--- config.mk ---
export PLATFORM = sky130hd
export DESIGN_NAME = tsr_top
export DESIGN_NICKNAME = d
export VERILOG_FILES = /design/src/rtl/tsr_pkg.sv /design/src/rtl/tsr_table.sv /design/src/rtl/tsr_walker.sv /design/src/rtl/tsr_switch.sv /design/src/rtl/tsr_top.sv
export SDC_FILE = /design/constraint.sdc
export NUM_CORES = 2
export LEC_CHECK = 0
export ABC_AREA = 1
export BUFFER_PORTS_ARGS = -buffer_cell sky130_fd_sc_hd__clkbuf_2
export CAP_MARGIN = 20
export CORE_ASPECT_RATIO = 2
export CORE_MARGIN = 1
export CORE_UTILIZATION = 31
export CTS_BUF_LIST = sky130_fd_sc_hd__clkbuf_8
export CTS_CLUSTER_DIAMETER = 30
export DETAILED_ROUTE_END_ITERATION = 16
export SYNTH_ARGS = -nofsm -noshare
export SYNTH_HDL_FRONTEND = slang
export SYNTH_SLANG_ARGS = --single-unit
--- constraint.sdc ---
create_clock -name clk -period 2.7 [get_ports clk]
set_input_delay 0.135 -clock clk [delete_from_list [all_inputs] [get_ports clk]]
set_output_delay 0.135 -clock clk [all_outputs]
set_load 0.05 [all_outputs]
--- src/rtl/tsr_pkg.sv ---
package tsr_pkg;
  localparam int NUM_CH  = 5;
  localparam int DEST_W  = 3;
  localparam int MAX_RUN = 64;
  localparam int CNT_W   = $clog2(MAX_RUN);
  localparam int RSV_W   = 2;

  typedef struct packed {
    logic [RSV_W-1:0]  rsvd;
    logic              last;
    logic [DEST_W-1:0] dest;
    logic [CNT_W-1:0]  cnt_m1;
  } route_ent_t;

  localparam int ENT_W = $bits(route_ent_t);
endpackage

--- src/rtl/tsr_table.sv ---
module tsr_table
  import tsr_pkg::*;
#(
  parameter int DEPTH = 64,
  localparam int AW = $clog2(DEPTH)
) (
  input  logic          clk,
  input  logic          rst,
  input  logic          wr_en,
  input  logic [AW-1:0] wr_addr,
  input  route_ent_t    wr_ent,
  input  logic          frame_go,
  input  logic [AW-1:0] rd_addr,
  output route_ent_t    rd_ent,
  output logic [AW-1:0] act_last,
  output logic          act_ok
);
  localparam int MEM_N = 2 * DEPTH;

  logic [ENT_W-1:0] mem [MEM_N];
  logic [ENT_W-1:0] rd_q;
  logic             act_q;
  logic             pend_q;
  logic [AW-1:0]    last_q [2];
  logic             ok_q [2];

  logic wr_ok;
  logic swap;
  logic act_nx;
  logic wr_bank;

  assign wr_ok   = wr_en && (wr_ent.rsvd == '0) && (wr_ent.dest <= DEST_W'(NUM_CH));
  assign swap    = frame_go && pend_q;
  assign act_nx  = act_q ^ swap;
  assign wr_bank = ~act_nx;

  // bank bookkeeping
  always_ff @(posedge clk) begin
    if (rst) begin
      act_q     <= 1'b0;
      pend_q    <= 1'b0;
      last_q[0] <= '0;
      last_q[1] <= '0;
      ok_q[0]   <= 1'b0;
      ok_q[1]   <= 1'b0;
    end else begin
      act_q <= act_nx;
      if (wr_ok)
        pend_q <= 1'b1;
      else if (swap)
        pend_q <= 1'b0;
      if (wr_ok && wr_ent.last) begin
        last_q[wr_bank] <= wr_addr;
        ok_q[wr_bank]   <= 1'b1;
      end
    end
  end

  // simple dual-port RAM, registered read
  always_ff @(posedge clk) begin
    if (wr_ok)
      mem[{wr_bank, wr_addr}] <= wr_ent;
    rd_q <= mem[{act_nx, rd_addr}];
  end

  assign rd_ent   = route_ent_t'(rd_q);
  assign act_last = last_q[act_q];
  assign act_ok   = ok_q[act_q];

  a_r5_swap_on_frame: assert property (@(posedge clk) disable iff (rst)
    !$stable(act_q) |-> $past(frame_go));

  a_r8_pend_needs_clean_write: assert property (@(posedge clk) disable iff (rst)
    $rose(pend_q) |-> $past(wr_en && (wr_ent.rsvd == '0) && (wr_ent.dest <= DEST_W'(NUM_CH))));
endmodule

--- src/rtl/tsr_walker.sv ---
module tsr_walker
  import tsr_pkg::*;
#(
  parameter int DEPTH = 64,
  localparam int AW = $clog2(DEPTH)
) (
  input  logic              clk,
  input  logic              rst,
  input  logic              frame_go,
  input  logic              slot_go,
  input  logic [AW-1:0]     act_last,
  input  logic              act_ok,
  input  route_ent_t        rd_ent,
  output logic [AW-1:0]     rd_addr,
  output logic [DEST_W-1:0] dest_o,
  output logic              valid_o
);
  logic [AW-1:0]    idx_q, idx_n;
  logic [CNT_W-1:0] rem_q, rem_n;
  logic             ended_q, end_n;
  logic             pend_q;
  logic             load_q, load_n;

  // edge 0: decide next entry and issue the RAM read
  always_comb begin
    load_n  = 1'b0;
    idx_n   = idx_q;
    rem_n   = rem_q;
    end_n   = ended_q;
    rd_addr = idx_q;
    if (frame_go) begin
      load_n  = 1'b1;
      idx_n   = '0;
      end_n   = 1'b0;
      rd_addr = '0;
    end else if (slot_go && !ended_q) begin
      if (rem_q != '0) begin
        rem_n = rem_q - 1'b1;
      end else if (idx_q == act_last) begin
        end_n = 1'b1;
      end else begin
        load_n  = 1'b1;
        idx_n   = idx_q + 1'b1;
        rd_addr = idx_q + 1'b1;
      end
    end
  end

  // edge 1: take the entry and publish the code
  always_ff @(posedge clk) begin
    if (rst) begin
      idx_q   <= '0;
      rem_q   <= '0;
      ended_q <= 1'b1;
      pend_q  <= 1'b0;
      load_q  <= 1'b0;
      dest_o  <= '0;
      valid_o <= 1'b0;
    end else begin
      pend_q  <= frame_go || slot_go;
      load_q  <= load_n;
      idx_q   <= idx_n;
      valid_o <= pend_q;
      rem_q   <= rem_n;
      ended_q <= end_n;
      if (pend_q && load_q) begin
        if (act_ok) begin
          dest_o <= rd_ent.dest;
          rem_q  <= rd_ent.cnt_m1;
        end else begin
          dest_o  <= '0;
          ended_q <= 1'b1;
        end
      end else if (pend_q && ended_q) begin
        dest_o <= '0;
      end
    end
  end

  a_r2_valid_timing: assert property (@(posedge clk) disable iff (rst)
    valid_o |-> $past(frame_go || slot_go, 2));

  a_r3_ended_is_unused: assert property (@(posedge clk) disable iff (rst)
    (ended_q && !pend_q) |-> (dest_o == '0));

  a_r7_frame_restarts: assert property (@(posedge clk) disable iff (rst)
    frame_go |=> (idx_q == '0));
endmodule

--- src/rtl/tsr_switch.sv ---
module tsr_switch
  import tsr_pkg::*;
#(
  parameter int DATA_W = 8
) (
  input  logic                     clk,
  input  logic                     rst,
  input  logic [DEST_W-1:0]        tx_dest,
  input  logic [NUM_CH*DATA_W-1:0] ch_tx_data,
  output logic [DATA_W-1:0]        tx_line_data,
  input  logic [DEST_W-1:0]        rx_dest,
  input  logic                     rx_line_vld,
  input  logic [DATA_W-1:0]        rx_line_data,
  output logic [DATA_W-1:0]        ch_rx_data,
  output logic [NUM_CH-1:0]        ch_rx_we
);
  logic [DATA_W-1:0] tx_sel;
  logic [NUM_CH-1:0] we_n;

  always_comb begin
    tx_sel = '1;
    for (int k = 0; k < NUM_CH; k++)
      if (tx_dest == DEST_W'(k + 1))
        tx_sel = ch_tx_data[k*DATA_W +: DATA_W];
  end

  for (genvar k = 0; k < NUM_CH; k++) begin : g_we
    assign we_n[k] = rx_line_vld && (rx_dest == DEST_W'(k + 1));
  end

  always_ff @(posedge clk) begin
    if (rst) begin
      tx_line_data <= '1;
      ch_rx_data   <= '0;
      ch_rx_we     <= '0;
    end else begin
      tx_line_data <= tx_sel;
      ch_rx_we     <= we_n;
      if (rx_line_vld)
        ch_rx_data <= rx_line_data;
    end
  end

  a_r10_idle_ones: assert property (@(posedge clk) disable iff (rst)
    (tx_dest == '0) |=> (tx_line_data == '1));

  a_r11_single_channel: assert property (@(posedge clk) disable iff (rst)
    $onehot0(ch_rx_we));

  a_r11_unused_dropped: assert property (@(posedge clk) disable iff (rst)
    (rx_line_vld && (rx_dest == '0)) |=> (ch_rx_we == '0));
endmodule

--- src/rtl/tsr_top.sv ---
module tsr_top
  import tsr_pkg::*;
#(
  parameter int DEPTH  = 64,
  parameter int DATA_W = 8,
  localparam int AW = $clog2(DEPTH)
) (
  input  logic                     clk,
  input  logic                     rst,
  input  logic                     cfg_we,
  input  logic                     cfg_dir,
  input  logic [AW-1:0]            cfg_addr,
  input  logic [ENT_W-1:0]         cfg_word,
  input  logic                     tx_frame,
  input  logic                     tx_slot,
  input  logic                     rx_frame,
  input  logic                     rx_slot,
  output logic [DEST_W-1:0]        tx_dest,
  output logic                     tx_valid,
  output logic [DEST_W-1:0]        rx_dest,
  output logic                     rx_valid,
  input  logic [NUM_CH*DATA_W-1:0] ch_tx_data,
  output logic [DATA_W-1:0]        tx_line_data,
  input  logic                     rx_line_vld,
  input  logic [DATA_W-1:0]        rx_line_data,
  output logic [DATA_W-1:0]        ch_rx_data,
  output logic [NUM_CH-1:0]        ch_rx_we
);
  logic [1:0]        fr_v;
  logic [1:0]        sl_v;
  logic [DEST_W-1:0] dest_v  [2];
  logic [1:0]        valid_v;

  assign fr_v = {rx_frame, tx_frame};
  assign sl_v = {rx_slot, tx_slot};

  // index 0 = transmit, 1 = receive
  for (genvar d = 0; d < 2; d++) begin : g_dir
    logic [AW-1:0] rd_addr;
    route_ent_t    rd_ent;
    logic [AW-1:0] act_last;
    logic          act_ok;

    tsr_table #(.DEPTH(DEPTH)) u_tbl (
      .clk      (clk),
      .rst      (rst),
      .wr_en    (cfg_we && (cfg_dir == 1'(d))),
      .wr_addr  (cfg_addr),
      .wr_ent   (route_ent_t'(cfg_word)),
      .frame_go (fr_v[d]),
      .rd_addr  (rd_addr),
      .rd_ent   (rd_ent),
      .act_last (act_last),
      .act_ok   (act_ok)
    );

    tsr_walker #(.DEPTH(DEPTH)) u_walk (
      .clk      (clk),
      .rst      (rst),
      .frame_go (fr_v[d]),
      .slot_go  (sl_v[d]),
      .act_last (act_last),
      .act_ok   (act_ok),
      .rd_ent   (rd_ent),
      .rd_addr  (rd_addr),
      .dest_o   (dest_v[d]),
      .valid_o  (valid_v[d])
    );
  end

  assign tx_dest  = dest_v[0];
  assign tx_valid = valid_v[0];
  assign rx_dest  = dest_v[1];
  assign rx_valid = valid_v[1];

  tsr_switch #(.DATA_W(DATA_W)) u_sw (
    .clk          (clk),
    .rst          (rst),
    .tx_dest      (dest_v[0]),
    .ch_tx_data   (ch_tx_data),
    .tx_line_data (tx_line_data),
    .rx_dest      (dest_v[1]),
    .rx_line_vld  (rx_line_vld),
    .rx_line_data (rx_line_data),
    .ch_rx_data   (ch_rx_data),
    .ch_rx_we     (ch_rx_we)
  );
endmodule

# --- After elaboration in Yosys (flattened, before gate mapping) ---
# Memory sizes are Yosys's and may differ from the RTL's. A register that Yosys moved wholly into a read port is not among the register bits.
# Index checks and enable logic that the tools add are counted.
word_totals:
  regBits: 63
  elab_cells: 166
  input_bits: 75
  mem_count: 6
  output_inout_bits: 29
  ram_bits: 3100
memory_table:
  columns: ["memory", "depth", "width", "rd", "rd_ports_with_merged_regs", "wr", "line", "text"]
  rows:
  - ["g_dir[0].u_tbl.mem", 128, 12, 1, 1, 1, "tsr_table.sv:20", "logic [ENT_W-1:0] mem [MEM_N];"]
  - ["g_dir[1].u_tbl.mem", 128, 12, 1, 1, 1, "tsr_table.sv:20", null]
  - ["g_dir[0].u_tbl.last_q", 2, 6, 1, 1, 2, "tsr_table.sv:24", "logic [AW-1:0] last_q [2];"]
  - ["g_dir[1].u_tbl.last_q", 2, 6, 1, 1, 2, "tsr_table.sv:24", null]
  - ["g_dir[0].u_tbl.ok_q", 2, 1, 1, 1, 2, "tsr_table.sv:25", "logic ok_q [2];"]
  - ["g_dir[1].u_tbl.ok_q", 2, 1, 1, 1, 2, "tsr_table.sv:25", null]
op_classes:
  muxes: 81
  n_lt_le_gt_ge: 1
  bitwise: 5
  n_reduce_logical: 36
  eq_ne: 12
  n_addsub: 4
ops:
  columns: ["operator", "count"]
  rows:
  - ["two-way mux 6 bit", 20]
  - ["two-way mux 1 bit", 50]
  - ["two-way mux 8 bit", 5]
  - ["logical AND 1 bit", 21]
  - ["two-way mux 3 bit", 6]
  - ["adder 6 x 1 -> 6 bit (second input constant)", 2]
  - ["equality test 3 x 2 -> 1 bit (second input constant)", 4]
  - ["equality test 3 bit (second input constant)", 4]
  - ["equality test 6 bit", 2]
  - ["nonzero test 6 bit", 2]
  - ["OR reduction 6 bit", 2]
  - ["subtractor 6 x 1 -> 6 bit (second input constant)", 2]
  - ["nonzero test 2 bit", 4]
  - ["equality test 3 x 1 -> 1 bit (second input constant)", 2]
  - ["<= comparator 3 bit (second input constant)", 1]
  - ["NOT 1 bit", 3]
  - ["logical NOT 1 bit", 2]
  - ["logical NOT 2 bit", 1]
  - ["logical OR 1 bit", 2]
  - ["OR reduction 1 bit", 2]
  - ["bitwise XOR 1 bit", 2]

# --- Longest topological paths before layout ---
logic_depth:
  ltp_word: 10
  ltp_mapped: 22
  depth_no_buf: 20

# --- By module ---
# A second synthesis with hierarchy kept.
hier_totals:
  cells_unflattened: 11182
  area_unflattened_um2: 130256.2
modules_own_cells:
  columns: ["mod", "instances", "area_per_inst_um2", "cells_each", "seq_area_each_um2"]
  rows:
  - ["tsr_table", 2, 63348.3, 5324, 46804.9]
  - ["tsr_walker", 2, 1189.9, 174, 380.4]
  - ["tsr_switch", 1, 1162.4, 182, 420.4]
  - ["tsr_top", 1, 17.5, 4, 0.0]

# --- Least setup slack after synthesis ---
# OpenSTA, ideal clock, no wires.
synth_timing:
  kind: "reg2reg"
  startpoint: "register g_dir[1].u_walk.rem_q[0]"
  endpoint: "register g_dir[1].u_tbl.rd_q[1], read port of g_dir[1].u_tbl.mem"
  synth_period_minus_slack_ps: 2363
  stages_incl_launch_ff: 19
  required_ps: 2588
  setup_time_ps: 112
  arrival_ps: 2250
  slack_ps: 337
  path_buffers: 3
  path_cell_list: "dfxtp_1 > inv_1 > ha_1 > nand3_1 > nor3_4 > nand2_2 > nand2_2 > nand3_2 > buf_6 > buf_4 > buf_4 > o211ai_1 > nand3_1 > nand3_1 > nand3_1 > nand3_1 > nand2_1 > nand2_1 > nand2_1"
synth_via:
  elab_chain_len: 4
synth_lines:
  columns: ["element", "line", "text"]
  rows:
  - ["start: declaration", "tsr_walker.sv:19", "logic [CNT_W-1:0] rem_q, rem_n;"]
  - ["start signal: assignment", "tsr_walker.sv:64", "rem_q <= rem_n;"]
  - ["start signal: assignment", "tsr_walker.sv:69", "rem_q <= rd_ent.cnt_m1;"]
  - ["nonzero test 6 bit", "tsr_walker.sv:37", "if (rem_q != '0) begin"]
  - ["two-way mux 6 bit (3 in series)", null, null]
  - ["end: declaration", "tsr_table.sv:21", "logic [ENT_W-1:0] rd_q;"]
# Every way passes these cells.
# A chain may end at the register's enable or synchronous reset.

# --- Final worst setup path ---
layout_timing:
  startpoint: "register g_dir[1].u_tbl.act_q"
  endpoint: "register g_dir[1].u_tbl.rd_q[2], read port of g_dir[1].u_tbl.mem"
layout_via:
  elab_chain_len: 1
layout_lines:
  columns: ["element", "line", "text"]
  rows:
  - ["start: declaration", "tsr_table.sv:22", "logic act_q;"]
  - ["start signal: assignment", "tsr_table.sv:47", "act_q <= act_nx;"]
  - ["bitwise XOR 1 bit", "tsr_table.sv:34", "assign act_nx = act_q ^ swap;"]
# Every way passes these cells.

==> out/qor.csv <==
stage,metric,value,unit
status,status,"finished, violations left",
status,violated checks,setup timing,
cells_and_area,register area,71600,um2
min_path,Worst Hold Class,input port to flip-flop,
placement,post-DP HPWL,238,mm
synthesis,Yosys reg bits,2413,
clock_network,Clock Path Buffers,4,
synthesis,Mean Syn Cell Area,10.3,um2
timing,Final period util,115,%
cells_and_area,Layout Cells excl Fill,16600,
timing,minimum clock period,3110,ps
placement,pre-CTS WS,-992,ps
synthesis,register area share after synthesis,66.0,%
detailed_routing,wire per inst,23.0,um
critical_path,crit path cell chain,"inv_4, buf_6, nand2_2, nand3_2, nand2_2, nor2_4, nand3_4, buf_6, nand3_4, nand3_4, buf_12, buf_12, buf_12, o211ai_1, nand3_1, nand3_2, nand3_2, buf_6, nand3_4, nand2_2, nand2_1, nand2_1",
die,die area,353000,um2
timing,relative slew slack,30.6,%
synthesis,ys flop type,edfxtp_1,
detailed_routing,DR pass1 iterations,6,
critical_path,Worst setup EP type,flip-flop,
placement,Placed Cells,15600,
timing,Fmax achieved,0.321,GHz
global_route,Overflow after GRT,0,
clock_network,CTS Buf Count,386,
cells_and_area,fill cell count,33400,
cells_and_area,share of layout cells above drive strength 1,21.0,%
critical_path,WP data required,3610,ps
die,I/O pins,104,
detailed_routing,routed wire length,382,mm
critical_path,reg2reg start,g_dir[1].u_tbl.act_q,
detailed_routing,DRT iter0 DRCs,7090,
pwr,Peak VDD IR,0.357,mV
placement,IO Port Bufs,103,
clock_network,Clock Sinks,2413,
critical_path,Worst Path Max Fanout,7,
timing,final hold violation count,0,
critical_path,Worst Setup SP,g_dir[1].u_tbl.act_q,
clock_network,htree depth,5,
pwr,Pwr Density,573,nW/um2
synthesis,post-synthesis cell type count,37,
clock_network,Clock Latency Late Sink,1030,ps
synthesis,synth warn,0,
die,Initial Util,31.1,%
die,height of the die,839,um
critical_path,CP most frequent cell,nand3_4,
timing,setup TNS,-5540,ps
detailed_routing,antenna violation net count after detailed routing,0,
clock_network,CTS tree,yes,
timing,Max Slew Vio Count,0,
detailed_routing,Remaining DRCs,0,
global_route,Global Route Usage Sum,21.2,%
placement,routability cong.,1.05,
timing,RSZ-0062 raised after global routing,true,
detailed_routing,Via density,4.99,
cells_and_area,Nets,11700,
detailed_routing,vias,82900,
timing,setup ws final,-414,ps
global_route,antenna violations before repair,11,
clock_network,clock root buffer,clkbuf_8,
timing,clk_skew,77.7,ps
cells_and_area,footprint of the multi-input gates,29400,um2
synthesis,Post-Syn Area,109000,um2
cells_and_area,Syn-to-layout area delta,27.5,%
cells_and_area,final core utilization,39.7,%
clock_network,Clock transition at path regs,60,ps
timing,Worst-Margin Slew,1040,ps
pwr,leakage power,0.0580,uW
die,Die Width,420,um
global_route,first-pass GRT wire length,547,mm
critical_path,Crit path largest cell delay,380,ps
critical_path,Crit path arrival time,4030,ps
min_path,Worst Hold Launch,ch_tx_data[15],
critical_path,startpoint types,flip-flop,
die,CORE AREA,349000,um2
timing,Final setup viols,18,
synthesis,syn_nets,10700,
critical_path,Worst Setup Path Type,flip-flop to flip-flop,
synthesis,Mapped Cells,10600,
critical_path,Slowest cell on crit path,o211ai_1,
synthesis,count of flip-flops with a built-in enable after synthesis,2328,
synthesis,asr flop ratio synth,0,%
global_route,vias in the first global route,82700,
run,Max-Cap Viols,0,
global_route,largest net degree at the start of global routing,143,
die,Core Rows,307,
-- repair_timing --
action                                  4_1_cts  5_1_grt
endpoints found under the setup margin       38       37
buffers inserted                            102       25
endpoints found under the hold margin      2663        0
gates resized for setup                     722      381
gates cloned                                 51       20
pin swaps                                   107      159
hold buffers                                 96        0
-- where the power goes --
part | switching [uW] | internal (uW)
Clock | 15500 | 16300
Sequential | 35.5 | 41100
Combinational | 4270 | 2180
Total | 19800 | 59600
-- layout make-up --
class | count | share of cell area (%)
repair inverters | 1 | 0.0145
well taps | 4635 | 4.19
diodes | 10 | 0.0181
inverters | 2138 | 5.85
repair buffers | 1417 | 11.5
clock buffers | 395 | 3.93
clock inverters | 294 | 1.58
multi-input cells | 5307 | 21.2
flip-flops and latches | 2413 | 51.7
-- kinds of logic after synthesis --
kind of cell | Yosys count | share of synthesized area [%]
compound gates | 339 | 1.75
xor+xnor | 6 | 0.0484
fa+ha+maj | 6 | 0.0691
buf+inv | 2860 | 10.5
flops | 2413 | 66.0
simple gates | 4956 | 21.7
-- sequential cells by signal, indices dropped and copies added (netlist names), 6 cells and up --
register and cells:
g_dir.u_tbl.rd_ent 18, g_dir.u_tbl.mem 2304, g_dir.u_walk.dest_o 6, u_sw.ch_rx_data 8, g_dir.u_walk.idx_q 12, g_dir.u_tbl.last_q 24, u_sw.tx_line_data 8, g_dir.u_walk.rem_q 12
-- Yosys cell counts (3+ instances only) --
cell type     n  area [um2]
edfxtp_1   2328       69900
inv_1      2121        7960
nand3_1    2017       10100
nand2_1    1641        6160
nand4_1     904        5660
nor2_1      355        1330
buf_2       315        1580
clkbuf_1    245         920
o21ai_0     232        1160
buf_1       107         402
dfxtp_1      85        1700
o211ai_1     55         413
buf_4        35         263
a21oi_1      29         145
nor3_1       18        90.1
buf_6        17         191
inv_2        14        52.6
o221ai_1     12         105
ha_1          6        75.1
nand3_2       6        60.1
nand3b_1      4        30.0
o21ai_1       4        20.0
o21bai_1      4        30.0
xor2_1        4        35.0
clkbuf_2      3        15.0
clkinv_1      3        11.3
nor3_4        3        48.8
-- cells in the final DEF, fill, tap and decap left out, types with 33 or more instances in the layout --
| cell | instances |
|---|---|
| o21ai_1 | 33 |
| clkbuf_2 | 94 |
| nand2_1 | 1549 |
| clkinv_1 | 67 |
| nand4_1 | 904 |
| buf_6 | 84 |
| buf_12 | 214 |
| o211ai_1 | 55 |
| buf_4 | 798 |
| nand3_1 | 1539 |
| edfxtp_1 | 2328 |
| buf_8 | 34 |
| nand2_2 | 79 |
| nand3_2 | 358 |
| nand3_4 | 127 |
| dlygate4sd3_1 | 96 |
| o21ai_0 | 184 |
| clkinv_2 | 52 |
| clkbuf_8 | 395 |
| dfxtp_1 | 79 |
| inv_1 | 2198 |
| nor2_1 | 343 |
| buf_16 | 61 |
-- final timing paths --
kind,slack [ps],cells after the start,endpoint
min,150,6,u_sw.tx_line_data[7]
max,-410,22,g_dir[1].u_tbl.rd_ent[2]
min reg2reg,440,2,g_dir[0].u_walk.dest_o[2]
max reg2reg,-410,22,g_dir[1].u_tbl.rd_ent[2]
-- routing by layer --
metal,GRT usage [%],vias to the layer above,wire length (um)
li1,-,38200,-
met1,19.9,40000,119000
met2,38.9,3380,200000
met3,2.94,1335,20300
met4,19.9,8,42800
met5,0,-,53
-- stage by stage --
step / area [um2] / hold slack, ps / total power, uW
after global routing: 138000 / 139 / 81500
after global placement: 122000 / 341 / 47100
after floorplan: 109000 / 234 / 44400
after CTS: 136000 / 2.66 / 79500
after detailed placement: 122000 / 348 / 47200
final: 138000 / 152 / 79400
-- critical path: cells and delay by family (launching register included) --
| kind | cells | cell delay, ps |
|---|---|---|
| simple gates | 14 | 1270 |
| buf+inv | 7 | 960 |
| compound gates | 1 | 380 |
| flops | 1 | 370 |
Power figures use the tool's default switching activity.
